`src/rtl/bankmap_pkg.sv`:
```
package bankmap_pkg;

    localparam int CMD_W   = 8;
    localparam int BANK_W  = 3;
    localparam int LBLK_W  = 3;
    localparam int WIN_CNT = 4;
    localparam int WSEL_W  = 2;

    localparam logic [1:0] CMD_TAG = 2'b11;

    typedef enum logic [2:0] {
        LAY_FLAT    = 3'd0,
        LAY_TOP_X7  = 3'd1,
        LAY_ALL_EXP = 3'd2,
        LAY_SPLIT   = 3'd3,
        LAY_MID_X4  = 3'd4,
        LAY_MID_X5  = 3'd5,
        LAY_MID_X6  = 3'd6,
        LAY_MID_X7  = 3'd7
    } layout_e;

    typedef struct packed {
        logic [BANK_W-1:0] bank;
        layout_e           layout;
    } bank_cmd_t;

endpackage

```
`src/rtl/bank_cmd_reg.sv`:
```
module bank_cmd_reg
    import bankmap_pkg::*;
(
    input  logic             clk,
    input  logic             rst_n,
    input  logic             wr_en,
    input  logic [CMD_W-1:0] wr_data,
    output bank_cmd_t        cmd_q
);

    logic hit;
    assign hit = wr_en && (wr_data[CMD_W-1 -: 2] == CMD_TAG);

    always_ff @(posedge clk) begin
        if (!rst_n) begin
            cmd_q <= '{bank: '0, layout: LAY_FLAT};
        end else if (hit) begin
            cmd_q <= '{bank: wr_data[BANK_W+2:3], layout: layout_e'(wr_data[2:0])};
        end
    end

    // a tagged write lands in the register on the next edge
    p_capture_r2: assert property (@(posedge clk) disable iff (!rst_n)
        (wr_en && wr_data[7:6] == 2'b11) |=>
            (cmd_q.bank == $past(wr_data[5:3]) && cmd_q.layout == $past(wr_data[2:0])));

    // anything but a tagged write keeps the register as it was
    p_hold_r3: assert property (@(posedge clk) disable iff (!rst_n)
        !(wr_en && wr_data[7:6] == 2'b11) |=> $stable(cmd_q));

endmodule

```
`src/rtl/win_layout.sv`:
```
module win_layout
    import bankmap_pkg::*;
(
    input  layout_e                         layout,
    output logic [WIN_CNT-1:0][LBLK_W-1:0]  win_blk
);

    function automatic logic [LBLK_W-1:0] pick(input layout_e lay, input logic [WSEL_W-1:0] w);
        logic [LBLK_W-1:0] b;
        unique case (lay)
            LAY_FLAT:    b = {1'b0, w};
            LAY_TOP_X7:  b = (w == 2'd3) ? 3'd7 : {1'b0, w};
            LAY_ALL_EXP: b = {1'b1, w};
            LAY_SPLIT:   b = (w == 2'd1) ? 3'd3 : ((w == 2'd3) ? 3'd7 : {1'b0, w});
            LAY_MID_X4,
            LAY_MID_X5,
            LAY_MID_X6,
            LAY_MID_X7:  b = (w == 2'd1) ? {1'b1, lay[1:0]} : {1'b0, w};
        endcase
        return b;
    endfunction

    for (genvar w = 0; w < WIN_CNT; w++) begin : g_win
        assign win_blk[w] = pick(layout, WSEL_W'(w));
    end

endmodule

```
`src/rtl/phys_map.sv`:
```
module phys_map
    import bankmap_pkg::*;
#(
    parameter int BANK_COUNT = 8,
    parameter int OFF_W      = 14,
    localparam int PHYS_W    = BANK_W + 2 + OFF_W
)(
    input  logic [BANK_W-1:0] bank,
    input  logic [LBLK_W-1:0] blk,
    input  logic [OFF_W-1:0]  off,
    output logic [PHYS_W-1:0] phys
);

    logic [BANK_W-1:0] bank_eff;

    if (BANK_COUNT >= (1 << BANK_W)) begin : g_full
        assign bank_eff = bank;
    end else begin : g_wrap
        assign bank_eff = BANK_W'(int'(bank) % BANK_COUNT);
    end

    assign phys = blk[LBLK_W-1] ? {bank_eff, blk[1:0], off}
                                : {{BANK_W{1'b0}}, blk[1:0], off};

endmodule

```
`src/rtl/bank_window_map.sv`:
```
module bank_window_map
    import bankmap_pkg::*;
#(
    parameter int BANK_COUNT = 8,
    parameter int ADDR_W     = 16,
    localparam int OFF_W     = ADDR_W - WSEL_W,
    localparam int PHYS_W    = BANK_W + 2 + OFF_W
)(
    input  logic              clk,
    input  logic              rst_n,
    input  logic              cfg_wr,
    input  logic [7:0]        cfg_data,
    input  logic              rom_lo_en,
    input  logic [ADDR_W-1:0] cpu_addr,
    input  logic              cpu_rd,
    input  logic              cpu_wr,
    input  logic [ADDR_W-1:0] vid_addr,
    output logic [PHYS_W-1:0] ram_addr,
    output logic              ram_rd,
    output logic              ram_wr,
    output logic              rom_sel,
    output logic [PHYS_W-1:0] vid_ram_addr
);

    bank_cmd_t                      cmd_q;
    logic [WIN_CNT-1:0][LBLK_W-1:0] win_blk;
    logic [WSEL_W-1:0]              win_sel;
    logic                           in_low_win;

    bank_cmd_reg u_cmd (
        .clk     (clk),
        .rst_n   (rst_n),
        .wr_en   (cfg_wr),
        .wr_data (cfg_data),
        .cmd_q   (cmd_q)
    );

    win_layout u_lay (
        .layout  (cmd_q.layout),
        .win_blk (win_blk)
    );

    assign win_sel = cpu_addr[ADDR_W-1 -: WSEL_W];

    phys_map #(.BANK_COUNT(BANK_COUNT), .OFF_W(OFF_W)) u_cpu_map (
        .bank (cmd_q.bank),
        .blk  (win_blk[win_sel]),
        .off  (cpu_addr[OFF_W-1:0]),
        .phys (ram_addr)
    );

    assign in_low_win   = (win_sel == '0);
    assign rom_sel      = cpu_rd && rom_lo_en && in_low_win;
    assign ram_rd       = cpu_rd && !rom_sel;
    assign ram_wr       = cpu_wr;
    assign vid_ram_addr = {{(PHYS_W-ADDR_W){1'b0}}, vid_addr};

    // windows 0 and 2 keep their own low block bits in every layout
    p_even_win_r4: assert property (@(posedge clk) disable iff (!rst_n)
        (cpu_addr[ADDR_W-1] == cpu_addr[ADDR_W-1] && cpu_addr[ADDR_W-2] == 1'b0) |->
            ram_addr[OFF_W+1:OFF_W] == cpu_addr[ADDR_W-1:ADDR_W-2]);

    // a base-region physical block never carries bank bits from a low logical block
    p_base_region_r6: assert property (@(posedge clk) disable iff (!rst_n)
        (cmd_q.layout == LAY_FLAT) |-> ram_addr[PHYS_W-1 -: BANK_W] == '0);

    // the physical bank never names an uninstalled bank
    p_bank_limit_r7: assert property (@(posedge clk) disable iff (!rst_n)
        int'(ram_addr[PHYS_W-1 -: BANK_W]) < BANK_COUNT);

    // register updates never move the video address
    p_vid_fixed_r8: assert property (@(posedge clk) disable iff (!rst_n)
        $stable(vid_addr) |-> $stable(vid_ram_addr));

    // every read goes to exactly one source
    p_one_source_r9: assert property (@(posedge clk) disable iff (!rst_n)
        cpu_rd |-> (rom_sel ^ ram_rd));

    // a pure write reaches RAM and never the ROM
    p_write_ram_r10: assert property (@(posedge clk) disable iff (!rst_n)
        (cpu_wr && !cpu_rd) |-> (ram_wr && !rom_sel));

    // with the overlay off the ROM is never chosen
    p_rom_off_r11: assert property (@(posedge clk) disable iff (!rst_n)
        !rom_lo_en |-> !rom_sel);

endmodule

```
`config.mk`:
```
export PLATFORM = sky130hd
export DESIGN_NAME = bank_window_map
export DESIGN_NICKNAME = d
export VERILOG_FILES = /design/src/rtl/bankmap_pkg.sv /design/src/rtl/bank_cmd_reg.sv /design/src/rtl/win_layout.sv /design/src/rtl/phys_map.sv /design/src/rtl/bank_window_map.sv
export SDC_FILE = /design/constraint.sdc
export NUM_CORES = 1
export LEC_CHECK = 0
export ABC_AREA = 1
export BUFFER_PORTS_ARGS = -buffer_cell sky130_fd_sc_hd__buf_2
export CAP_MARGIN = 20
export CELL_PAD_IN_SITES_DETAIL_PLACEMENT = 0
export CELL_PAD_IN_SITES_GLOBAL_PLACEMENT = 1
export CORE_AREA = 2 2 74 55
export CTS_BUF_LIST = sky130_fd_sc_hd__clkbuf_4
export DETAILED_ROUTE_END_ITERATION = 10
export DIE_AREA = 0 0 76 57
export GPL_ROUTABILITY_DRIVEN = 0
export PLACE_DENSITY_LB_ADDON = 0.1
export SETUP_SLACK_MARGIN = 0.1
export SLEW_MARGIN = 20
export SYNTH_ARGS = -nofsm -noshare
export SYNTH_HDL_FRONTEND = slang
export SYNTH_SLANG_ARGS = --single-unit
export TNS_END_PERCENT = 5
```
`constraint.sdc`:
```
create_clock -name clk -period 0.9 [get_ports clk]
set_input_delay 0.18 -clock clk [delete_from_list [all_inputs] [get_ports clk]]
set_output_delay 0.18 -clock clk [all_outputs]
set_load 0.02 [all_outputs]
```
* Word-level counts from Yosys, hierarchy flattened
Memory sizes are Yosys's and may differ from the RTL's. A register that Yosys moved wholly into a read port is not among the register bits.
Index checks and enable logic that the tools add are counted.
** Storage, ports and cells
- Register bits after elaboration :: 6
- Bits in read-only memories :: 24
- Input bits :: 46
- Output and inout port bits :: 41
- Word-level logic and storage cells :: 33
- Memories kept :: 3
** Cells by class
- Order comparisons :: 1
- Equal/unequal tests :: 8
- Mux-type cells :: 10
- Reduce and logical (&&, ||, !) cells :: 9
** Memories
- (name not given) :: words 8, width 1, rd ports 1, clocked after Yosys merged registers in 1, write ports 0, line win_layout.sv:10 : unique case (lay)
- (name not given) :: words 8, width 1, rd ports 1, clocked after Yosys merged registers in 1, write ports 0, line win_layout.sv:10
- (name not given) :: words 8, width 1, rd ports 1, clocked after Yosys merged registers in 1, write ports 0, line win_layout.sv:10
** Operators by type and width (number)
- $mux 3 :: 7
- $mux 19 :: 1
- $eq 3x3->1 const B :: 4
- $pmux 3 s4 :: 1
- $bmux 3 s2 :: 1
- $eq 3x2->1 const B :: 2
- $logic_and 1x1->1 :: 4
- $reduce_or 4->1 :: 1
- $eq 3x1->1 const B :: 1
- $logic_not 3->1 :: 1
- $lt 2x3->1 const B :: 1
- $eq 2x2->1 const B :: 1
- $logic_not 2->1 :: 1
- $reduce_or 2->1 :: 1
- $logic_not 1->1 :: 1

* Depth between registers and ports, before layout
- Depth in word-level cells :: 6
- Mapped depth :: 7
- Mapped depth without buffers :: 6

* Modules after synthesis
Synthesis repeated with hierarchy kept, for this count alone.
** Second synthesis, totals
- Cells, all modules :: 140
- Area, all modules :: 837.1 um2
** By module, submodules not included
- bank_window_map :: instances 1, cells each 60, area each 339.1 um2, sequential area each 0.0 um2
- bank_cmd_reg :: instances 1, cells each 38, area each 254.0 um2, sequential area each 120.1 um2
- phys_map :: instances 1, cells each 22, area each 142.6 um2, sequential area each 0.0 um2
- win_layout :: instances 1, cells each 20, area each 101.3 um2, sequential area each 0.0 um2

* Worst setup path after synthesis
OpenSTA, ideal clock, no wires.
- Path type :: in2out
- From :: input cpu_addr[14]
- To :: output ram_rd
- Arrival :: 971 ps
- Data required time :: 720 ps
- Slack :: -251 ps
- Stages on the path :: 2
- Buffers on the path :: 0
- Cells stage by stage :: nor3_1 nor2_1
** Between the ends
- Cells in the longest elaborated chain, start to end :: 4
** Ends and longest elaborated chain
- from (decl) :: line bank_window_map.sv:14 : input logic [ADDR_W-1:0] cpu_addr,
- $logic_not 2->1 :: line bank_window_map.sv:52 : assign in_low_win = (win_sel == '0);
- $logic_and 1x1->1 :: line bank_window_map.sv:53 : assign rom_sel = cpu_rd && rom_lo_en && in_low_win;
- $logic_not 1->1 :: line bank_window_map.sv:54 : assign ram_rd = cpu_rd && !rom_sel;
- $logic_and 1x1->1 :: line bank_window_map.sv:54
- to (decl) :: line bank_window_map.sv:19 : output logic ram_rd,
Every way passes these cells.

* Worst setup path in the final report
- From :: register u_cmd.cmd_q[0] (netlist name)
- To :: output ram_addr[18]
** Between the ends
- Cells in the longest elaborated chain, start to end :: 6
- Elaborated cells between the ends (all ways) :: 14
- Those cells by class :: eq/ne: 7; mux: 4; reduce/logical: 3
** Ends and longest elaborated chain
- $eq 3x3->1 (tied with other cells) :: line win_layout.sv:10
- $reduce_or 4->1 / $reduce_or 2->1 (equally long branches)
- $pmux 3 s4 (*) :: line win_layout.sv:10
- $bmux 3 s2 (*) :: line bank_window_map.sv:47 : .blk (win_blk[win_sel]),
- $mux 3 (implied by the code) (*) :: line bank_window_map.sv:47
- $mux 19 (*) :: line phys_map.sv:22 : assign phys = blk[LBLK_W-1] ? {bank_eff, blk[1:0], off}
- to (decl) :: line bank_window_map.sv:18 : output logic [PHYS_W-1:0] ram_addr,
Mark *: on every way between the ends. The rest lies on a longest branch, timed or not. The select of a mux whose other input is x is not followed.

==> results.txt <==
After detailed placement, the total cell area comes to 707 um2. Category of the worst setup path launch point: a flop. The number of antenna violations at the first check in global routing came out at 0. The run gives 3680 um2 as the area inside the core boundary. In this run the power density over the cells is 1140 nW/um2.

The synthesized design spends more area on one cell type than any other, namely buf_4. After global routing the overflow that remains totals 0. The logs give 9 for the final setup violation count and 797 um2 for the post-route cell area. The count of nets left with antenna violations once routing finished came out at 0.

Port buffering added 21 buffers. For this configuration, the core starts out at a cell density of 18.9%. Setup repair after global routing could not meet its margin everywhere. The maximum clock frequency came out at 769 MHz. The final period demand of the worst path was 1.30 ns.

The tightest hold path in the finished design has a slack of 0.200 ns. The tools report the count of cell types in the netlist as 18. The analysis attributes to cell leakage a power of 0.370 nW. The clock sink count was 8.

The share of the Yosys chip area taken by registers is 23.0%. The number of global-route vias before repair is 485. The remaining routing DRC violations was 0. TritonCTS built the clock tree. Cells with a size suffix above 1 make up 59.6% of the layout. Data on the critical path arrives at its endpoint at 1.12 ns. Class of the tightest hold or removal check: in -> reg. The first global-routing pass estimated 2.11 mm of wire.

Once detailed placement completed, the half-perimeter wirelength came to 1.15 mm. After clock tree synthesis, the clock-pin slew on the worst setup and hold paths is 0.06 ns. Along the worst path, the maximum fanout reaches 3. For the worst setup path, the data required time is 0.72 ns. The largest net degree at the start of global routing is 7, and the area share of the leading cell type in the synthesized netlist is 36.6%. After the last flow step, the layout net total stands at 142.

The cell count after synthesis came out at 93. The die is 76 um wide. The run gives 6.33% as the global-route usage over all layers. For the number of diodes, the log shows 0. In the finished design, the share of the clock period the worst path needs comes to 145%. The final critical-path setup slack was -0.401 ns. The final count of hold timing violations is 0. The routed layout has 488 vias. No sink is reached through more buffers than the 2 on the longest clock path. Using the TritonRoute via totals, the vias-per-cell ratio works out to 3.34.

At the placement stage, the worst setup path has a slack of -0.197 ns. The logs give 1 for the number of H-tree levels and 1.32 mm for the aggregate routed wire length. The final reports fail on negative setup slack.

The run gives 319 uV as the maximum resistive drop on vdd. After synthesis the cells add up to 697 um2. The die covers 4330 um2. The max-slew violation total from the final report was 0. The tools report the setup skew after layout as 0.00994 ns. Root buffer selected by CTS: clkbuf_4. In this run the mean area of a mapped cell was 7.49 um2.

The number of synthesized register bits works out to 8. The number of clock buffers added by TritonCTS is 3. The worst setup path is of the reg -> out kind. The detailed-route wire length per cell was 9.02 um. By area the synthesized netlist is led by buf_4 37%, dfxtp_1 23%, inv_1 6.5%, nand2_1 4.8%, o21ai_0 4.3%. The area growth from synthesis to layout is 14.4%. In this run, post-CTS hold repair placed 0 buffers. The clock latency on the worst-skew pair was 0.26 ns.

The flow ran to the end, but the final reports show violations. The run gives 19 as the total number of placement rows. The first routing iteration left 4 violations. The logs give 0 for the warning count from the yosys run and 431 for the fill cell instance count of the final layout. For the number of max-cap violations, the log shows 0.

STA classifies the critical path endpoint as an output pin. The number of top-level design ports was 87; the overall power was 0.911 mW. The y dimension of the die is 57 um. The pre-antenna-repair detailed-routing pass consisted of 3 iterations.
-- cells in the final DEF, fill, tap and decap left out --
cell type and n:
inv_1 9, o21ai_0 4, nor2_4 4, nor2_1 2, dfxtp_2 3, clkbuf_4 3, nor2_2 2, nand2_4 4
buf_4 10, nor3_4 1, conb_1 3, inv_2 3, buf_6 5, o31ai_1 1, a21oi_1 3, nand4_1 2
o21ai_1 2, nand3_2 1, dfxtp_1 5, nand2_1 7, nor2_8 1, buf_2 16, nand3_4 1, nand2_2 2
-- repair_timing --
item	4_1_cts	5_1_grt
buffers inserted	0	1
pin swaps	6	3
endpoints found under the hold margin	0	0
endpoints found under the setup margin	10	11
cloned	0	0
gates resized for setup	18	2
-- state kept, by name (all words and copies together), names as in the netlist --
name and count:
u_lay.win_blk 2, u_cmd.cmd_q 6
-- final cells by class --
class | count | area [um2] | share of cell area [%]
Tap cell | 52 | 65.1 | 8.16
Inverter | 12 | 45.0 | 5.65
Clock buffer | 3 | 22.5 | 2.83
Timing Repair Buffer | 31 | 211 | 26.5
Multi-Input combinational cell | 40 | 289 | 36.3
Sequential cell | 8 | 164 | 20.6
-- logic make-up after synthesis --
group,Yosys count,synth area share [%]
buffers and inverters,47,44.7
and+or+nand+nor,27,24.2
AOI/OAI and AO/OA,10,7.54
DFF,8,23.0
other,1,0.538
-- power by group --
group | internal (mW) | leakage [nW] | total (mW) | switching (mW)
Sequential | 0.376 | 0.0668 | 0.386 | 0.00925
Combinational | 0.105 | 0.290 | 0.243 | 0.138
Clock | 0.153 | 0.0138 | 0.283 | 0.130
-- final timing paths --
check / start / endpoint / slack [ns] / cells past startpoint
worst max register to register: u_cmd.cmd_q[0]$_SDFFE_PN0N_ / u_lay.win_blk[11]$_SDFF_PP0_ / -0.10 / 8
worst max-delay path: u_cmd.cmd_q[0]$_SDFFE_PN0N_ / ram_addr[18] / -0.40 / 6
worst min register to register: u_cmd.cmd_q[5]$_SDFFE_PN0N_ / u_cmd.cmd_q[5]$_SDFFE_PN0N_ / 0.51 / 2
worst min-delay path: cfg_data[3] / u_cmd.cmd_q[3]$_SDFFE_PN0N_ / 0.20 / 3
-- synth_stat cells, drive strengths merged --
cell and number:
buf 35, nand2 13, inv 12, nor2 9, dfxtp 8, o21ai 6
a21oi 3, nand3 2, nand4 2, conb 1, nor3 1, o31ai 1
-- routing by layer --
layer  up-vias  part of all wire (%)  global-route usage (%)
met5         -                     0                       0
met4         0                  0.76                    3.38
met3         4                    13                    4.75
met2        13                    43                    8.93
met1       220                    44                    6.99
li1        251                     -                       -
-- worst max-delay path, stage by stage, from the launching register on --
cell	delay, ns
dfxtp_2	0.34
inv_2	0.04
nand2_1	0.05
nand4_1	0.13
nand2_4	0.15
nor2_4	0.04
buf_6	0.12
-- stage by stage --
step | instances | util [%] | TNS [ns]
after floorplan | 95 | - | -0.160
after global placement | 142 | 19.2 | -1.27
after detailed placement | 142 | 19.2 | -1.18
after CTS | 145 | 21.3 | -2.04
after global routing | 146 | 21.6 | -2.66
final | 146 | 21.6 | -2.07
Note: power is estimated with default switching activity, not from simulation.
